## config.mk

```make
export PLATFORM = sky130hd
export DESIGN_NAME = fifo_rt
export DESIGN_NICKNAME = d
export VERILOG_FILES = /design/src/rtl/fifo_rt_pkg.sv /design/src/rtl/fifo_rt_store.sv /design/src/rtl/fifo_rt_level.sv /design/src/rtl/fifo_rt_ctrl.sv /design/src/rtl/fifo_rt.sv
export SDC_FILE = /design/constraint.sdc
export NUM_CORES = 1
export LEC_CHECK = 0
export ABC_CLOCK_PERIOD_IN_PS = 4200
export BUFFER_PORTS_ARGS = -buffer_cell sky130_fd_sc_hd__buf_4
export CORE_MARGIN = 2
export CORE_UTILIZATION = 43
export DETAILED_ROUTE_END_ITERATION = 6
export SLEW_MARGIN = 0
export SYNTH_ARGS = -nofsm -noshare
export SYNTH_HDL_FRONTEND = slang
export SYNTH_SLANG_ARGS = --single-unit
```

## constraint.sdc

```tcl
create_clock -name clk -period 4.2 [get_ports clk]
set_clock_uncertainty 0.05 [all_clocks]
set_input_delay 0.84 -clock clk [delete_from_list [all_inputs] [get_ports clk]]
set_output_delay 0.84 -clock clk [all_outputs]
set_load 0.01 [all_outputs]
```

## src/rtl/fifo_rt_pkg.sv

```systemverilog
package fifo_rt_pkg;

    // Controller states: three fill levels plus a one-cycle rewind settle state.
    typedef enum logic [1:0] {
        ST_EMPTY  = 2'd0,
        ST_MID    = 2'd1,
        ST_FULL   = 2'd2,
        ST_REWIND = 2'd3
    } fifo_st_e;

endpackage

```

## src/rtl/fifo_rt_store.sv

```systemverilog
// Storage array: one synchronous write port, one combinational read port.
module fifo_rt_store #(
    parameter int DW    = 9,
    parameter int DEPTH = 16,
    localparam int AW   = $clog2(DEPTH)
) (
    input  logic          clk,
    input  logic          we,
    input  logic [AW-1:0] waddr,
    input  logic [DW-1:0] wdata,
    input  logic [AW-1:0] raddr,
    output logic [DW-1:0] rdata
);

    logic [DW-1:0] rd_arr [DEPTH];

    for (genvar g = 0; g < DEPTH; g++) begin : g_cell
        logic [DW-1:0] cell_q;

        always_ff @(posedge clk) begin
            if (we && (waddr == AW'(g))) begin
                cell_q <= wdata;
            end
        end

        assign rd_arr[g] = cell_q;
    end

    assign rdata = rd_arr[raddr];

endmodule

```

## src/rtl/fifo_rt_level.sv

```systemverilog
// Registered fill-level flags, computed from the next occupancy value.
module fifo_rt_level #(
    parameter int DEPTH = 16,
    localparam int CW   = $clog2(DEPTH) + 1
) (
    input  logic          clk,
    input  logic          rst_n,
    input  logic [CW-1:0] cnt_d,
    output logic          empty_n,
    output logic          full_n,
    output logic          half_n
);

    localparam logic [CW-1:0] HALF_CNT = CW'(DEPTH / 2);
    localparam logic [CW-1:0] FULL_CNT = CW'(DEPTH);

    always_ff @(posedge clk) begin
        if (!rst_n) begin
            empty_n <= 1'b0;
            full_n  <= 1'b1;
            half_n  <= 1'b1;
        end else begin
            empty_n <= (cnt_d != '0);
            full_n  <= (cnt_d != FULL_CNT);
            // Goes low above half; returns high only once the count is back at half.
            half_n  <= !(cnt_d > HALF_CNT);
        end
    end

endmodule

```

## src/rtl/fifo_rt_ctrl.sv

```systemverilog
// Pointer, occupancy and acceptance control with the level state machine.
module fifo_rt_ctrl
    import fifo_rt_pkg::*;
#(
    parameter int DW    = 9,
    parameter int DEPTH = 16,
    localparam int AW   = $clog2(DEPTH),
    localparam int CW   = AW + 1
) (
    input  logic          clk,
    input  logic          rst_n,
    input  logic          wr_req,
    input  logic [DW-1:0] wr_data,
    input  logic          rd_req,
    input  logic          rewind_req,
    input  logic [DW-1:0] mem_rdata,
    output logic          mem_we,
    output logic [AW-1:0] mem_waddr,
    output logic [AW-1:0] mem_raddr,
    output logic [CW-1:0] cnt_d,
    output logic [DW-1:0] rd_data,
    output logic          rd_valid
);

    localparam logic [CW-1:0] FULL_CNT = CW'(DEPTH);

    fifo_st_e      st_q, st_d;
    logic [AW-1:0] wp_q, rp_q;
    logic [CW-1:0] cnt_q;
    logic          blocked, rd_go, wr_go, pass_go;

    function automatic fifo_st_e level_of(input logic [CW-1:0] c);
        if (c == '0) begin
            return ST_EMPTY;
        end else if (c == FULL_CNT) begin
            return ST_FULL;
        end
        return ST_MID;
    endfunction

    // Acceptance: a coincident write unlocks a read on empty, and a
    // coincident read unlocks a write on full.
    always_comb begin
        blocked = rewind_req || (st_q == ST_REWIND);
        rd_go   = !blocked && rd_req && ((st_q != ST_EMPTY) || wr_req);
        wr_go   = !blocked && wr_req && ((st_q != ST_FULL) || rd_req);
        pass_go = rd_go && (st_q == ST_EMPTY);
    end

    always_comb begin
        if (rewind_req) begin
            cnt_d = {1'b0, wp_q};
        end else begin
            cnt_d = cnt_q + CW'(wr_go) - CW'(rd_go);
        end
    end

    // Next-state logic.
    always_comb begin
        st_d = st_q;
        if (rewind_req) begin
            st_d = ST_REWIND;
        end else begin
            unique case (st_q)
                ST_EMPTY:  st_d = (wr_go && !rd_go) ? ST_MID : ST_EMPTY;
                ST_MID:    st_d = level_of(cnt_d);
                ST_FULL:   st_d = (rd_go && !wr_go) ? ST_MID : ST_FULL;
                ST_REWIND: st_d = level_of(cnt_q);
            endcase
        end
    end

    // State register.
    always_ff @(posedge clk) begin
        if (!rst_n) begin
            st_q <= ST_EMPTY;
        end else begin
            st_q <= st_d;
        end
    end

    // Pointers and occupancy.
    always_ff @(posedge clk) begin
        if (!rst_n) begin
            wp_q  <= '0;
            rp_q  <= '0;
            cnt_q <= '0;
        end else begin
            cnt_q <= cnt_d;
            if (rewind_req) begin
                rp_q <= '0;
            end else begin
                if (wr_go) begin
                    wp_q <= wp_q + AW'(1);
                end
                if (rd_go) begin
                    rp_q <= rp_q + AW'(1);
                end
            end
        end
    end

    // Outputs.
    always_ff @(posedge clk) begin
        if (!rst_n) begin
            rd_valid <= 1'b0;
            rd_data  <= '0;
        end else begin
            rd_valid <= rd_go;
            if (rd_go) begin
                rd_data <= pass_go ? wr_data : mem_rdata;
            end
        end
    end

    assign mem_we    = wr_go;
    assign mem_waddr = wp_q;
    assign mem_raddr = rp_q;

endmodule

```

## src/rtl/fifo_rt.sv

```systemverilog
// Top level: controller, storage array and flag register.
module fifo_rt #(
    parameter int DW    = 9,
    parameter int DEPTH = 16
) (
    input  logic          clk,
    input  logic          rst_n,
    input  logic          wr_req,
    input  logic [DW-1:0] wr_data,
    input  logic          rd_req,
    input  logic          rewind_req,
    output logic [DW-1:0] rd_data,
    output logic          rd_valid,
    output logic          empty_n,
    output logic          full_n,
    output logic          half_n
);

    localparam int AW = $clog2(DEPTH);
    localparam int CW = AW + 1;

    logic          mem_we;
    logic [AW-1:0] mem_waddr, mem_raddr;
    logic [DW-1:0] mem_rdata;
    logic [CW-1:0] cnt_d;

    fifo_rt_ctrl #(.DW(DW), .DEPTH(DEPTH)) u_ctrl (
        .clk        (clk),
        .rst_n      (rst_n),
        .wr_req     (wr_req),
        .wr_data    (wr_data),
        .rd_req     (rd_req),
        .rewind_req (rewind_req),
        .mem_rdata  (mem_rdata),
        .mem_we     (mem_we),
        .mem_waddr  (mem_waddr),
        .mem_raddr  (mem_raddr),
        .cnt_d      (cnt_d),
        .rd_data    (rd_data),
        .rd_valid   (rd_valid)
    );

    fifo_rt_store #(.DW(DW), .DEPTH(DEPTH)) u_store (
        .clk   (clk),
        .we    (mem_we),
        .waddr (mem_waddr),
        .wdata (wr_data),
        .raddr (mem_raddr),
        .rdata (mem_rdata)
    );

    fifo_rt_level #(.DEPTH(DEPTH)) u_level (
        .clk     (clk),
        .rst_n   (rst_n),
        .cnt_d   (cnt_d),
        .empty_n (empty_n),
        .full_n  (full_n),
        .half_n  (half_n)
    );

endmodule

```

==> results of run 1 <==
## Yosys cell counts (2+ instances only)
library cell and number:
buf_6 2, nor3_1 7, nor2_1 40, nand3_1 5
a21o_1 7, mux4_1 9, mux2_2 23, or2_2 2
a211oi_1 3, buf_2 7, a221oi_1 2, o21ai_0 8
or3_1 10, nand2b_1 8, o21bai_1 2, a21oi_1 7
o311a_1 7, mux4_2 18, ha_1 12, nor2b_1 4
clkbuf_1 12, xnor2_1 4, xor2_1 5, mux2i_1 14
inv_1 14, and3_1 2, nor3b_1 4, edfxtp_1 144
nand2_1 10, o22ai_1 9, dfxtp_1 28
## power by group through the flow
stage          Sequential [mW]  Combinational (mW)  Clock (mW)
2_1_floorplan             1.93               0.153           0
3_3_place_gp              1.94               0.231           0
3_5_place_dp              1.94               0.238           0
4_1_cts                   1.91               0.240        1.48
5_1_grt                   1.91               0.265        1.56
6_report                  1.90               0.238        1.46
## metal layers
layer | part of all wire | GRT usage | up-vias
met5 | 0 | 0 | -
met4 | 0.014 | 0.05319 | 0
met3 | 0.056 | 0.04157 | 12
met2 | 0.47 | 0.2792 | 100
met1 | 0.46 | 0.2539 | 2027
li1 | - | - | 1827
## flip-flops by register name (all words and copies together) (netlist names)
register               cells
u_ctrl.mem_waddr           4
u_level.full_n             1
u_ctrl.cnt_q               5
u_store.g_cell.cell_q    144
u_ctrl.mem_raddr           4
u_ctrl.rd_valid            1
u_level.empty_n            1
u_ctrl.rd_data             9
u_ctrl.st_q                2
u_level.half_n             1
## cells by family (layout without fill, tap and decap cells)
logic type	after synthesis	in the layout	synth area share
flops	172	172	0.6739
simple gates	97	97	0.06767
mux	64	64	0.1436
compound gates	56	56	0.05748
buf+inv	37	88	0.02296
fa+ha+maj	13	13	0.02348
xor+xnor	9	9	0.01087
## area by class of cell
class | instances | area [um^2] | area share
repair buffers | 42 | 315.3 | 0.03811
flip-flops and latches | 172 | 4887 | 0.5907
well taps | 220 | 275.3 | 0.03327
clock inverters | 15 | 121.4 | 0.01467
multi-input cells | 239 | 2197 | 0.2655
clock buffers | 17 | 425.4 | 0.05141
inverters | 14 | 52.55 | 0.006351
## path summary, 6_finish.rpt
kind / end / slack [ns] / cells after the start / startpoint
max reg2reg: u_ctrl.st_q[1] / 0.93 / 11 / u_ctrl.st_q[0]
min reg2reg: u_ctrl.rd_data[0] / 0.46 / 2 / u_ctrl.rd_data[0]
min: u_ctrl.rd_data[0] / 0.46 / 2 / u_ctrl.rd_data[0]
max: u_ctrl.st_q[1] / 0.93 / 11 / u_ctrl.st_q[0]
## through the flow
step / instances / instance area [um^2] / utilization / power (mW) / setup WS, ns
after floorplan: 448 / 7248 / - / 2.085 / 0.5879
after global placement: 687 / 7727 / 0.4676 / 2.172 / 0.6449
after detailed placement: 687 / 7727 / 0.4676 / 2.180 / 0.5244
after CTS: 719 / 8274 / 0.5007 / 3.628 / 0.9155
after global routing: 719 / 8274 / 0.5007 / 3.729 / 0.6503
final: 719 / 8274 / 0.5007 / 3.604 / 0.9322
## worst min-delay path, cell delays in order (launching register included)
cell and delay (ns):
dfxtp_1 0.33, nand2_1 0.06, a221oi_1 0.06
==> impl_results.md, run 1 <==
- Status: completed
- Antenna cells: 0
- Total GRT Usage: 0.1793
- Yosys top cell by area: edfxtp_1
- Hold WS: 0.4631 ns
- Num CTS Buffers: 17
- Clock-pin slew on the worst setup and hold paths: 0.07 ns
- Post-CTS resize count: 0
- Int Power: 2.794 mW
- Pre-antenna DRT Iters: 5
- Sequential cell area fraction in the yosys report: 0.6739
- TNS Setup: 0 ns
- Unrepaired setup endpoints after global routing: no
- Fmax: 0.3060 GHz
- Combinational share of power: 0.066
- Largest net degree at the start of global routing: 27
- Row cnt: 47
- Die X: 133.8 um
- Slew headroom: 0.3509
- Worst-Margin Slew: 0.9700 ns
- Max Cap Viol: 0
- Crit start category: flip-flop
- Share of total power in sequential cells: 0.529
- Worst-path cell chain: or3_1 > nand3_2 > inv_1 > ha_1 > inv_1 > ha_1 > fa_1 > xnor2_1 > o221a_2 > a21boi_0 > a32o_1
- Initial Utilization: 0.4386
- Final period util: 0.7781
- Fin crit period: 3.268 ns
- Die Ht: 133.8 um
- Post-Syn Nets: 475
- Vias per std cell: 5.516
- Commonest non-fill, non-tap cells in the layout: edfxtp_1 (144), buf_4 (42), nor2_1 (40), dfxtp_1 (26), mux2_2 (23)
- Vias in the first global route: 3960
- Mapped Area: 7248 um^2
- Most common flop cell mapped by yosys: edfxtp_1
- HPWL Detailed: 10.09 mm
- Type of the worst min-delay path: reg -> reg
- Postcts setup bufs: 0
- Global-route wire length before repair: 23.63 mm
- Die area: 17910 um^2
- Clk_lat worst skew: 0.43 ns
- Area delta synth->final: 14.16%
- Peak VDD IR: 0.3074 mV
- Final #Nets: 513
- H-tree Lvls: 4
- I/O pin cnt: 27
- Synth top area cells: edfxtp_1 (60%), dfxtp_1 (7.7%), mux4_2 (5.6%)
- CTS Sinks: 172
- Fillers: 1392
- Final Hold Fails: 0
- Slew Limit Fails: 0
- Share of the synthesized area in the top cell type: 0.5966
- Pwr Density: 435.6 nW/um^2
- Antenna-violating nets left: 0
- Via Count: 3966
- Core area: 16520 um^2
- Number of flops mapped to enable cells by yosys: 144
- Average cell area after synthesis: 16.18 um^2
- Crit path required time: 4.51 ns
- Leak pwr: 2.833 nW
- DR WL/cell: 21.08 um
- CTS max path bufs: 2
- CP top delay family: adder cells
- Hold buffer count at CTS: 0
- DRC: 0
- Setup Crit Path Kind: reg -> reg
- Final setup vio count: 0
- Initial DRC count: 256
- Clk pwr share: 0.405
- IO Port Bufs: 26
- GRT overflow: 0
- Routability cong.: 0.7448
- Antenna violations before repair: 0
- Synthesis-stage register bit count: 172
- CTS tree: built
- Post-Synthesis Cells: 448
- Detailed Route WL: 15.16 mm
- Worst path buffer plus inverter count: 2
- Sw Pwr: 0.8098 mW
- Max incr delay on CP: 0.50 ns
- Synth warn: 0
- Root buffer cell: clkbuf_16
- Switching Fraction: 0.2247
- CP max stage cell: dfxtp_1
- Ys async rst share: 0
- Post-synth cell types: 50
- Worst-path maximum fanout: 18
- Crit path DAT: 3.58 ns
- Worst setup EP type: flip-flop
- Layout cells sized above 1: 0.2445
- Commonest non-fill, non-tap cell in the layout: edfxtp_1
(Power assumes the default switching activity.)
==> run 2, diff against run 1 <==
--- a/config.mk
+++ b/config.mk
@@ -5,7 +5,7 @@
 export SDC_FILE = /design/constraint.sdc
 export NUM_CORES = 1
 export LEC_CHECK = 0
-export ABC_CLOCK_PERIOD_IN_PS = 4200
+export ABC_CLOCK_PERIOD_IN_PS = 3300
 export BUFFER_PORTS_ARGS = -buffer_cell sky130_fd_sc_hd__buf_4
 export CORE_MARGIN = 2
 export CORE_UTILIZATION = 43
==> constraint.sdc (replaced) <==
create_clock -name clk -period 3.3 [get_ports clk]
set_clock_uncertainty 0.05 [all_clocks]
set_input_delay 0.66 -clock clk [delete_from_list [all_inputs] [get_ports clk]]
set_output_delay 0.66 -clock clk [all_outputs]
set_load 0.01 [all_outputs]
==> run 2 against run 1 <==
Combinational power rose by 38%. Routed wire length decreased by 1.1%. Clock-buffer cell count is 7 higher. Worst setup slack got worse by 0.58 ns. Critical path depth did not move. Non-clock buffer count up 15. Largest power group unchanged. Highest routed layer unchanged.
==> impl_results.md, run 2 (synthesized netlist as in run 1, its figures left out) <==
- Status: completed (unchanged)
- IO Port Bufs: 26 (unchanged)
- Final setup vio count: 0 (unchanged)
- Leak pwr: 2.952 nW (was 2.833 nW)
- Pre-antenna DRT Iters: 4 (was 5)
- GR Layer Usage met2: 0.2781 (was 0.2792)
- Met1 Usage GRT: 0.2434 (was 0.2539)
- Power Total: 4.801 mW (was 3.604 mW)
- DR WL/cell: 20.43 um (was 21.08 um)
- Combinational share of power: 0.068 (was 0.066)
- Fmax: 0.3396 GHz (was 0.3060 GHz)
- Area delta synth->final: 17.00% (was 14.16%)
- Final period util: 0.8923 (was 0.7781)
- Via Count: 4051 (was 3966)
- Hold path startpoint: u_ctrl.rd_data[0] (unchanged)
- Crit path DAT: 3.26 ns (was 3.58 ns)
- Sequential cell area: 4887 um^2 (unchanged)
- TNS Setup: 0 ns (unchanged)
- Sw Pwr: 1.000 mW (was 0.8098 mW)
- Max reg flops: 144 (unchanged)
- Antenna-violating nets left: 0 (unchanged)
- Largest reg by FF count: u_store.g_cell.cell_q (unchanged)
- Max incr delay on CP: 0.44 ns (was 0.50 ns)
- CTS tree: built (unchanged)
- CTS Sinks: 172 (unchanged)
- DRC: 0 (unchanged)
- Slew Limit Fails: 0 (unchanged)
- I/O pin cnt: 27 (unchanged)
- HPWL Detailed: 9.956 mm (was 10.09 mm)
- Met3 Use GR: 0.03968 (was 0.04157)
- Clk pwr share: 0.429 (was 0.405)
- Setup Crit Path Kind: reg -> reg (unchanged)
- Unrepaired setup endpoints after global routing: no (unchanged)
- Worst-path maximum fanout: 8 (was 18)
- GRT overflow: 0 (unchanged)
- Hold Path Stages: 2 (unchanged)
- Num CTS Buffers: 17 (unchanged)
- Reg2Reg Setup Slack: 0.36 ns (was 0.93 ns)
- Switching Fraction: 0.2083 (was 0.2247)
- Commonest non-fill, non-tap cell in the layout: edfxtp_1 (unchanged)
- Commonest non-fill, non-tap cells in the layout: edfxtp_1 (144), buf_4 (57), nor2_1 (40), dfxtp_1 (26), mux2_2 (23) (was edfxtp_1 (144), buf_4 (42), nor2_1 (40), dfxtp_1 (26), mux2_2 (23))
- Reg2reg start: u_ctrl.st_q[0] (unchanged)
- Crit. Startpoint: u_ctrl.st_q[0] (unchanged)
- Worst setup EP type: flip-flop (unchanged)
- Initial Utilization: 0.4386 (unchanged)
- Critical R2R Capture: u_ctrl.st_q[1] (unchanged)
- Routability cong.: 0.7731 (was 0.7448)
- Root buffer cell: clkbuf_16 (unchanged)
- Worst-Margin Slew: 0.8088 ns (was 0.9700 ns)
- Core area: 16520 um^2 (unchanged)
- CP max stage cell: fa_1 (was dfxtp_1)
- Postcts setup bufs: 0 (unchanged)
- Crit start category: flip-flop (unchanged)
- Die area: 17910 um^2 (unchanged)
- Post-CTS resize count: 0 (unchanged)
- Total GRT Usage: 0.1768 (was 0.1793)
- Crit path required time: 3.61 ns (was 4.51 ns)
- Worst-path cell chain: or3_4 > nand3_4 > inv_1 > ha_1 > inv_1 > ha_1 > fa_1 > xnor2_1 > o221a_2 > a21boi_1 > a32o_1 (was or3_1 > nand3_2 > inv_1 > ha_1 > inv_1 > ha_1 > fa_1 > xnor2_1 > o221a_2 > a21boi_0 > a32o_1)
- Multi-input logic area: 2210 um^2 (was 2197 um^2)
- Vias per std cell: 5.519 (was 5.516)
- Row cnt: 47 (unchanged)
- Int Power: 3.801 mW (was 2.794 mW)
- Peak VDD IR: 0.4087 mV (was 0.3074 mV)
- Detailed Route WL: 14.99 mm (was 15.16 mm)
- Type of the worst min-delay path: reg -> reg (unchanged)
- Clock-pin slew on the worst setup and hold paths: 0.06 ns (was 0.07 ns)
- Antenna violations before repair: 0 (unchanged)
- CTS max path bufs: 2 (unchanged)
- Fin crit period: 2.944 ns (was 3.268 ns)
- Pwr Density: 566.2 nW/um^2 (was 435.6 nW/um^2)
- Share of total power in sequential cells: 0.503 (was 0.529)
- Largest net degree at the start of global routing: 27 (unchanged)
- Gr busiest metal: met2 (unchanged)
- Layout cells sized above 1: 0.2685 (was 0.2445)
- Die Ht: 133.8 um (unchanged)
- Vias in the first global route: 4019 (was 3960)
- Die X: 133.8 um (unchanged)
- Biggest regs: u_store.g_cell.cell_q x144, u_ctrl.rd_data x9, u_ctrl.cnt_q x5 (unchanged)
- Fillers: 1358 (was 1392)
- Hold buffer count at CTS: 0 (unchanged)
- Clk_lat worst skew: 0.43 ns (about the same)
- Antenna cells: 0 (unchanged)
- Max Cap Viol: 0 (unchanged)
- Worst hold path endpoint: u_ctrl.rd_data[0] (unchanged)
- H-tree Lvls: 4 (unchanged)
- Slew headroom: 0.4600 (was 0.3509)
- Final #Nets: 528 (was 513)
- Global-route wire length before repair: 23.25 mm (was 23.63 mm)
- R2R depth: 11 (unchanged)
- Initial DRC count: 272 (was 256)
- Final Hold Fails: 0 (unchanged)
## run 2: cell count changes in the layout (fill, tap and decap cells not counted), moves of 2 or more
| cell | before | now |
|---|---|---|
| clkbuf_1 | 0 | 2 |
| inv_6 | 4 | 1 |
| buf_4 | 42 | 57 |
| clkbuf_16 | 17 | 19 |
| clkinv_1 | 2 | 0 |
| clkbuf_8 | 0 | 3 |
| clkinv_2 | 5 | 2 |
## run 2: layout make-up
class                   instances  area share
clock inverters                 8     0.01225
clock buffers                  24     0.06182
inverters                      14    0.006197
well taps                     220     0.03246
multi-input cells             239      0.2605
flip-flops and latches        172      0.5763
repair buffers                 57     0.05046
## run 2: stage by stage
step / util / worst slack, ns / std cells / hold WS, ns / instance area, um^2
floorplan: - / 0.03288 / 448 / 0.4641 / 7267
global placement: 0.4752 / 0.02038 / 702 / 0.4494 / 7853
detailed placement: 0.4752 / -0.04486 / 702 / 0.4498 / 7853
CTS: 0.5132 / 0.3555 / 734 / 0.4612 / 8481
global route: 0.5132 / 0.09716 / 734 / 0.5089 / 8481
finish: 0.5132 / 0.3555 / 734 / 0.4630 / 8481
## run 2: how the worst max path moves through the flow
stage | endpoint | slack, ns | depth (start not counted)
3_5_place_dp | u_level.empty_n | -0.04 | 12
2_1_floorplan | u_ctrl.st_q[1] | 0.03 | 12
5_1_grt | u_level.empty_n | 0.1 | 11
3_3_place_gp | u_ctrl.st_q[1] | 0.02 | 12
6_report | u_ctrl.st_q[1] | 0.36 | 11
4_1_cts | u_level.empty_n | 0.36 | 11
## run 2: metal layers
layer / vias up / part of all wire
li1: 1853 / -
met1: 2084 / 0.46
met2: 94 / 0.49
met3: 20 / 0.037
met4: 0 / 0.014
met5: - / 0
## run 2: critical path, delay by kind of cell (launching register included)
kind	cells	cell delay, ns
adder cells (fa/ha/maj)	3	0.91
AO/OA/AOI/OAI	3	0.74
AND/OR/NAND/NOR	2	0.50
flip-flops	1	0.37
XOR/XNOR	1	0.22
buffers and inverters	2	0.09
## run 2: power by group through the flow
stage | Combinational, mW | Sequential (mW) | Clock, mW
after floorplan | 0.199 | 2.46 | 0
after global placement | 0.321 | 2.46 | 0
after detailed placement | 0.328 | 2.46 | 0
after CTS | 0.330 | 2.41 | 2.09
after global routing | 0.362 | 2.42 | 2.17
final | 0.328 | 2.41 | 2.06
==> run 3, diff against run 2 <==
--- a/config.mk
+++ b/config.mk
@@ -10,6 +10,7 @@
 export CORE_MARGIN = 2
 export CORE_UTILIZATION = 43
 export DETAILED_ROUTE_END_ITERATION = 6
+export PLACE_DENSITY = 0.63
 export SLEW_MARGIN = 0
 export SYNTH_ARGS = -nofsm -noshare
 export SYNTH_HDL_FRONTEND = slang
==> run 3 against run 2 <==
Cell area is 0.43% lower. Hold slack worse by 0.0053 ns. Routed wire length is 1.3% lower. Critical path depth is 1 higher. Clock power is 4% lower. First-iteration DRC count is 23% higher. Critical endpoint is now u_ctrl.st_q[0].
==> impl_results.md, run 3 (synthesized netlist as in run 1, its figures left out) <==
- Fmax: 0.3348 GHz (was 0.3396 GHz)
- Final Hold Fails: 0 (unchanged)
- Finished Cell Area: 8444 um^2 (was 8481 um^2)
- Pwr Density: 557.0 nW/um^2 (was 566.2 nW/um^2)
- Antenna violations before repair: 0 (unchanged)
- Largest net degree at the start of global routing: 49 (was 27)
- Pre-CTS WS: -0.04104 ns (was -0.04486 ns)
- Via Count: 4013 (was 4051)
- R2R depth: 12 (was 11)
- Antenna cells: 0 (unchanged)
- CTS Sinks: 172 (unchanged)
- Critical R2R Capture: u_ctrl.st_q[0] (was u_ctrl.st_q[1])
- TNS Setup: 0 ns (unchanged)
- Final period util: 0.9051 (was 0.8923)
- Hold path startpoint: u_ctrl.rd_data[0] (unchanged)
- Die X: 133.8 um (unchanged)
- Detailed Route WL: 14.80 mm (was 14.99 mm)
- Fillers: 1391 (was 1358)
- Hold Path Stages: 2 (unchanged)
- Final #Nets: 527 (was 528)
- Crit path DAT: 3.21 ns (was 3.26 ns)
- Hold WS: 0.4578 ns (was 0.4630 ns)
- Final setup vio count: 0 (unchanged)
- I/O pin cnt: 27 (unchanged)
- IO Port Bufs: 26 (unchanged)
- H-tree Lvls: 4 (unchanged)
- Num CTS Buffers: 17 (unchanged)
- Worst-path maximum fanout: 12 (was 8)
- Hold buffer count at CTS: 0 (unchanged)
- Antenna-violating nets left: 0 (unchanged)
- Max Cap Viol: 0 (unchanged)
- Root buffer cell: clkbuf_16 (unchanged)
- Biggest regs: u_store.g_cell.cell_q x144, u_ctrl.rd_data x9, u_ctrl.cnt_q x5 (unchanged)
- Vias in the first global route: 4046 (was 4019)
- Vias per std cell: 5.475 (was 5.519)
- Initial DRC count: 335 (was 272)
- Sequential cell area: 4887 um^2 (unchanged)
- Unrepaired setup endpoints after global routing: no (unchanged)
- Worst-Margin Slew: 0.8524 ns (was 0.8088 ns)
- Postcts setup bufs: 0 (unchanged)
- Layout cells sized above 1: 0.2710 (was 0.2685)
- Max reg flops: 144 (unchanged)
- Routability cong.: 0.7379 (was 0.7731)
- Placed Area: 7858 um^2 (was 7853 um^2)
- Peak VDD IR: 0.3604 mV (was 0.4087 mV)
- Status: completed (unchanged)
- DR WL/cell: 20.19 um (was 20.43 um)
- DRC: 0 (unchanged)
- Worst setup EP type: flip-flop (unchanged)
- Type of the worst min-delay path: reg -> reg (unchanged)
- Clk_lat worst skew: 0.42 ns (was 0.43 ns)
- Crit start category: flip-flop (unchanged)
- Clock-pin slew on the worst setup and hold paths: 0.06 ns (about the same)
- Die area: 17910 um^2 (unchanged)
- CTS max path bufs: 2 (unchanged)
- Reg2Reg Setup Slack: 0.31 ns (was 0.36 ns)
- Die Ht: 133.8 um (unchanged)
- Area delta synth->final: 16.50% (was 17.00%)
- Reg2reg start: u_ctrl.st_q[0] (unchanged)
- Core area: 16520 um^2 (unchanged)
- Initial Utilization: 0.4386 (unchanged)
- Row cnt: 47 (unchanged)
- Slew headroom: 0.4303 (was 0.4600)
- Fin crit period: 2.987 ns (was 2.944 ns)
- Commonest non-fill, non-tap cells in the layout: edfxtp_1 (144), buf_4 (55), nor2_1 (40), dfxtp_1 (26), mux2_2 (23) (was edfxtp_1 (144), buf_4 (57), nor2_1 (40), dfxtp_1 (26), mux2_2 (23))
- Slew Limit Fails: 0 (unchanged)
- Total GRT Usage: 0.1749 (was 0.1768)
- Worst hold path endpoint: u_ctrl.rd_data[0] (unchanged)
- Leak pwr: 2.925 nW (was 2.952 nW)
- Multi-input logic area: 2210 um^2 (unchanged)
- Commonest non-fill, non-tap cell in the layout: edfxtp_1 (unchanged)
- Largest reg by FF count: u_store.g_cell.cell_q (unchanged)
- Power Total: 4.703 mW (was 4.801 mW)
- Global-route wire length before repair: 23.25 mm (unchanged)
- Post-CTS resize count: 0 (unchanged)
- HPWL Detailed: 9.670 mm (was 9.956 mm)
- GRT overflow: 0 (unchanged)
- Crit path required time: 3.53 ns (was 3.61 ns)
- Setup ws final: 0.3133 ns (was 0.3555 ns)
- CTS tree: built (unchanged)
- Pre-antenna DRT Iters: 4 (unchanged)
- Setup Crit Path Kind: reg -> reg (unchanged)
-- run 3: cell types whose count changed in the layout (fill, tap and decap cells not counted), sizes merged --
cell	previous run	this run
clkbuf	24	17
clkinv	4	5
inv	15	19
buf	57	56
clkinvlp	1	3
-- run 3: stage by stage --
step / utilization / std cells
after global placement: 0.4755 / 701
after floorplan: - / 448
after global routing: 0.5110 / 733
after CTS: 0.5110 / 733
after detailed placement: 0.4755 / 701
final: 0.5110 / 733
-- run 3: area by class of cell --
class	count	area share
clock inverter	15	0.01911
inverter	14	0.006223
sequential	172	0.5788
timing repair buffer	56	0.05127
tap	220	0.03260
multi-input combinational	239	0.2617
clock buffer	17	0.05038
-- run 3: power by group --
group | total (mW) | internal, mW | switching (mW)
logic | 0.325 | 0.143 | 0.182
clock network | 1.97 | 1.13 | 0.840
registers | 2.41 | 2.39 | 0.0265
-- run 3: worst max-delay path, cell delays in order (launching register included) --
cell      delay (ns)
dfxtp_1         0.44
buf_4           0.23
nand2_1         0.12
nand3_4         0.10
inv_1           0.05
ha_1            0.27
inv_1           0.04
ha_1            0.22
fa_1            0.44
xnor2_1         0.20
o221a_2         0.23
a21boi_1        0.30
o22ai_1         0.15
-- run 3: worst max path at each step --
stage / to / from / cells past startpoint / slack, ns
3_3_place_gp: u_ctrl.st_q[1] / wr_req / 12 / 0.02
6_report: u_ctrl.st_q[0] / u_ctrl.st_q[0] / 12 / 0.31
4_1_cts: u_ctrl.st_q[0] / u_ctrl.st_q[0] / 12 / 0.33
3_5_place_dp: u_ctrl.st_q[0] / wr_req / 12 / -0.04
2_1_floorplan: u_ctrl.st_q[1] / wr_req / 12 / 0.03
5_1_grt: u_ctrl.st_q[0] / u_ctrl.st_q[0] / 12 / 0.14
-- run 3: layer usage --
metal | up-vias | routed length, um | GRT usage
li1 | 1856 | - | -
met1 | 2054 | 6908 | 0.2503
met2 | 97 | 7094 | 0.2755
met3 | 6 | 674 | 0.03175
met4 | 0 | 124 | 0.05319
met5 | - | 0 | 0
